### src/rtl/lutram_pkg.sv
package lutram_pkg;
  typedef enum logic [1:0] {
    LR_SP16   = 2'd0,
    LR_PAIR16 = 2'd1,
    LR_SP32   = 2'd2,
    LR_DP16   = 2'd3
  } lr_mode_e;

  localparam int unsigned LR_CELLS = 2;
endpackage

### src/rtl/lutram_cell.sv
module lutram_cell #(
  parameter int unsigned DEPTH = 16,
  parameter int unsigned AW = $clog2(DEPTH),
  parameter logic [DEPTH-1:0] INIT = '0,
  parameter bit NEG_EDGE = 1'b0
) (
  input  logic          wclk,
  input  logic          we,
  input  logic [AW-1:0] wa,
  input  logic          wd,
  input  logic [AW-1:0] ra,
  output logic          rd
);
  logic [DEPTH-1:0] bits = INIT;

  // active edge picked per instance; only one branch exists after elaboration
  generate
    if (NEG_EDGE) begin : g_fall
      always_ff @(negedge wclk) begin
        if (we) bits[wa] <= wd;
      end
    end else begin : g_rise
      always_ff @(posedge wclk) begin
        if (we) bits[wa] <= wd;
      end
    end
  endgenerate

  assign rd = bits[ra];
endmodule

### src/rtl/lutram_route.sv
module lutram_route
  import lutram_pkg::*;
#(
  parameter lr_mode_e MODE = LR_SP16,
  parameter int unsigned AW = 4
) (
  input  logic                       we,
  input  logic [AW-1:0]              addr_a,
  input  logic                       addr_hi,
  input  logic [AW-1:0]              addr_b,
  input  logic                       din_a,
  input  logic                       din_b,
  input  logic [AW-1:0]              dp_addr,
  input  logic [LR_CELLS-1:0]        cell_rd,
  output logic [LR_CELLS-1:0]        cell_we,
  output logic [LR_CELLS-1:0][AW-1:0] cell_wa,
  output logic [LR_CELLS-1:0]        cell_wd,
  output logic [LR_CELLS-1:0][AW-1:0] cell_ra,
  output logic                       spo_a,
  output logic                       spo_b,
  output logic                       dpo
);
  always_comb begin
    cell_we    = '0;
    cell_wa    = '0;
    cell_wd    = '0;
    cell_ra    = '0;
    cell_we[0] = we;
    cell_wa[0] = addr_a;
    cell_wd[0] = din_a;
    cell_ra[0] = addr_a;
    spo_a      = cell_rd[0];
    spo_b      = 1'b0;
    dpo        = 1'b0;
    case (MODE)
      LR_PAIR16: begin
        cell_we[1] = we;
        cell_wa[1] = addr_b;
        cell_wd[1] = din_b;
        cell_ra[1] = addr_b;
        spo_b      = cell_rd[1];
      end
      LR_SP32: begin
        // top index bit steers both the write strobe and the read mux
        cell_we[0] = we & ~addr_hi;
        cell_we[1] = we & addr_hi;
        cell_wa[1] = addr_a;
        cell_wd[1] = din_a;
        cell_ra[1] = addr_a;
        spo_a      = addr_hi ? cell_rd[1] : cell_rd[0];
      end
      LR_DP16: begin
        // both cells hold the same bits; cell 1 serves the read-only port
        cell_we[1] = we;
        cell_wa[1] = addr_a;
        cell_wd[1] = din_a;
        cell_ra[1] = dp_addr;
        dpo        = cell_rd[1];
      end
      default: begin
      end
    endcase
  end
endmodule

### src/rtl/cfg_lutram.sv
module cfg_lutram
  import lutram_pkg::*;
#(
  parameter lr_mode_e MODE = LR_SP16,
  parameter bit NEG_EDGE = 1'b0,
  parameter int unsigned DEPTH = 16,
  parameter logic [LR_CELLS*DEPTH-1:0] INIT = '0
) (
  input  logic                     wclk,
  input  logic                     we,
  input  logic [$clog2(DEPTH)-1:0] addr_a,
  input  logic                     addr_hi,
  input  logic [$clog2(DEPTH)-1:0] addr_b,
  input  logic                     din_a,
  input  logic                     din_b,
  input  logic [$clog2(DEPTH)-1:0] dp_addr,
  output logic                     spo_a,
  output logic                     spo_b,
  output logic                     dpo
);
  localparam int unsigned AW = $clog2(DEPTH);

  logic [LR_CELLS-1:0]         cell_we;
  logic [LR_CELLS-1:0][AW-1:0] cell_wa;
  logic [LR_CELLS-1:0]         cell_wd;
  logic [LR_CELLS-1:0][AW-1:0] cell_ra;
  logic [LR_CELLS-1:0]         cell_rd;

  lutram_route #(.MODE(MODE), .AW(AW)) u_route (
    .we(we), .addr_a(addr_a), .addr_hi(addr_hi), .addr_b(addr_b),
    .din_a(din_a), .din_b(din_b), .dp_addr(dp_addr), .cell_rd(cell_rd),
    .cell_we(cell_we), .cell_wa(cell_wa), .cell_wd(cell_wd), .cell_ra(cell_ra),
    .spo_a(spo_a), .spo_b(spo_b), .dpo(dpo)
  );

  generate
    for (genvar k = 0; k < LR_CELLS; k++) begin : g_cell
      // in dual-port mode the shadow cell must start as a copy of cell 0
      localparam logic [DEPTH-1:0] CELL_INIT =
        (MODE == LR_DP16) ? INIT[DEPTH-1:0] : INIT[k*DEPTH +: DEPTH];
      lutram_cell #(.DEPTH(DEPTH), .AW(AW), .INIT(CELL_INIT), .NEG_EDGE(NEG_EDGE)) u_cell (
        .wclk(wclk), .we(cell_we[k]), .wa(cell_wa[k]), .wd(cell_wd[k]),
        .ra(cell_ra[k]), .rd(cell_rd[k])
      );
    end
  endgenerate
endmodule

### config.mk
export PLATFORM = sky130hd
export DESIGN_NAME = cfg_lutram
export DESIGN_NICKNAME = d
export VERILOG_FILES = /design/src/rtl/lutram_pkg.sv /design/src/rtl/lutram_cell.sv /design/src/rtl/lutram_route.sv /design/src/rtl/cfg_lutram.sv
export SDC_FILE = /design/constraint.sdc
export NUM_CORES = 1
export LEC_CHECK = 0
export ABC_AREA = 1
export CAP_MARGIN = 5
export CORE_AREA = 2 2 71 73
export DETAILED_ROUTE_END_ITERATION = 8
export DIE_AREA = 0 0 73 75
export PLACE_DENSITY = 0.61
export SYNTH_ARGS = -nofsm -noshare
export SYNTH_HDL_FRONTEND = slang
export SYNTH_HIERARCHICAL = 1
export SYNTH_SLANG_ARGS = --single-unit
export TNS_END_PERCENT = 1
### constraint.sdc
create_clock -name wclk -period 1.3 [get_ports wclk]
set_input_delay 0.26 -clock wclk [delete_from_list [all_inputs] [get_ports wclk]]
set_output_delay 0.26 -clock wclk [all_outputs]
set_load 0.05 [all_outputs]
==> flow_metrics.tcl <==
set metrics [dict create \
    run_status "finished, violations left" \
    failed_checks "setup timing" \
    fin_area_um2 1130 \
    proportion_of_layout_cells_with_a_drive_suffix_above_1_pct 29.7 \
    clock_tree.htree_level_count 1 \
    dpl_cell_area_um2 1020 \
    ant_nets 0 \
    hpwl_after_detailed_placement_mm 1.23 \
    finalSetupViolCount 1 \
    clockBufferDepth 2 \
    power.total_mw 1.12 \
    crit_path_max_fanout 5 \
    finalWeightedCongestion 0.770 \
    clock_tree_from_tritoncts "yes" \
    top_level_ports 20 \
    diodes 0 \
    worst_slack_ns -0.147 \
    dieWidth_um 73 \
    avgViaCountPerCell 3.83 \
    layout_area_overhead_pct 20.9 \
    drt_first_iter_violations 24 \
    design.final.nets 130 \
    cells_traversed_along_the_worst_timing_path "buf_2 > bufbuf_16 > nand2_1 > nand3_1 > nand3_1 > nand3_2 > nand2_2 > buf_12" \
    dr.pass1.iters 4 \
    core_region_area_um2 4660 \
    fillerInstances 508 \
    hold_path.class "in -> reg" \
    finalMaxSlewViolations 0 \
    endpoints_failing_hold 0 \
    yosys_warnings 6 \
    grt_setup_unrepaired "true" \
    grt_first_pass_wirelength_mm 2.79 \
    power_per_cell_area_nw_per_um2 991 \
    globalRouteTotalUtil_pct 6.88 \
    critical_path_class "in -> out" \
    pin_count_of_the_biggest_net_entering_global_routing 17 \
    upper_clock_frequency_limit_mhz 691 \
    postRouteWirelength_mm 1.69 \
    critPathLaunchType "input port" \
    top_regs "g_cell.u_cell/bits: 16 flops" \
    static-leakage-power_nw 0.493 \
    vias_in_the_first_global_route 609 \
    crit_path_required_time_ns 1.04 \
    postSynthCellCount 108 \
    drt_drc_violations_left 0 \
    worst_setup_hold_path_clk_slew_ns 0.06 \
    synth.avg_cell_area_um2 8.63 \
    cts_hold_buffers 0 \
    registers.top_by_ff_count "g_cell.u_cell/bits" \
    synth_area_um2 932 \
    critical_path_arrival_ns 1.19 \
    grt_remaining_overflow 0 \
    final.min_clock_period_ns 1.45 \
    tritoncts.num_buffers 3 \
    die_area_um2 5480 \
    timing.critical_path.to_type "output pin" \
    initial_utilization_pct 20.0 \
    timing.critical_path.max_delay_family "buffers and inverters" \
    numPortBuffers 7 \
    crit_path_top_delay_cell "bufbuf_16" \
    route.vias.total 632 \
    timing.critical_path.mode_cell "nand3_1" \
    routedWlPerCell_um 10.2 \
    worst-path-buf-inv 3 \
    largest_reg_flops 16 \
    vdd_ir_drop_max_v 0.000412 \
    share_of_the_cycle_needed_by_the_critical_path_after_routing_pct 111 \
    clock_tree.root_cell "clkbuf_8" \
    fp.dieH_um 75 \
    max_cap_violations 0 \
    row_count 25 \
    cts_num_sinks 16 \
    number_of_antenna_violations_at_the_first_check_in_global_routing 0 \
    cp_slowest_stage_delay_ns 0.26 \
]
[per-layer routing]
layer / up-vias / global-route usage, % / share of wire (%)
met4: 0 / 4.94 / 2.0
met3: 2 / 0.803 / 1.4
li1: 327 / - / -
met1: 292 / 9.20 / 47
met5: - / 0 / 0
met2: 11 / 10.3 / 49
[worst min-delay path, delay by kind of cell]
kind | cells | cell delay (ns)
buffers and inverters | 1 | 0.14
and+or+nand+nor | 2 | 0.22
[power breakdown]
group	switching, mW	internal, mW	leakage (nW)
Combinational	0.107	0.0773	0.327
Sequential	0.00279	0.578	0.145
Clock	0.147	0.205	0.0216
[stage by stage]
step / hold slack, ns / std cells / setup TNS, ns / worst slack (ns) / utilization [%]
floorplan: 0.519 / 109 / 0 / 0.00360 / -
global placement: 1.03 / 160 / -4.24 / -0.454 / 21.8
detailed placement: 1.03 / 160 / -4.49 / -0.462 / 21.8
CTS: 0.696 / 165 / -0.164 / -0.164 / 23.5
global route: 0.563 / 165 / -0.217 / -0.211 / 24.2
finish: 0.551 / 165 / -0.147 / -0.147 / 24.2
[timing repair]
item / CTS / global route
buffers inserted: 1 / 0
gates resized for setup: 10 / 9
cloned: 1 / 0
pin swaps: 4 / 5
endpoints found under the setup margin: 9 / 3
[layout make-up]
type / count / area, um2 / share of cell area [%]
repair buffers: 13 / 154 / 13.7
clock buffers: 3 / 41.3 / 3.66
inverters: 19 / 80.1 / 7.10
flip-flops and latches: 16 / 480 / 42.6
well taps: 54 / 67.6 / 5.99
multi-input cells: 60 / 304 / 27.0
[cell usage in the layout, fill, tap and decap left out]
cell type	instances
clkdlybuf4s50_1	2
clkinv_2	1
clkbuf_8	3
nor2_1	17
dlygate4sd2_1	1
dlymetal6s2s_1	1
buf_4	4
nand3_1	6
inv_8	1
conb_1	2
nand3b_1	1
inv_1	13
nand2_2	7
buf_12	2
bufbuf_16	1
buf_2	1
clkbuf_2	1
nand2_1	19
inv_2	4
nand3_2	8
edfxtp_1	16
[final timing paths]
| check | start | to | depth (start not counted) |
|---|---|---|---|
| max | addr_a[0] | spo_a | 8 |
| min | addr_a[1] | g_cell[0].u_cell/bits[11]$_DFFE_PP_ | 3 |
Note: power is estimated with default switching activity, not from simulation.
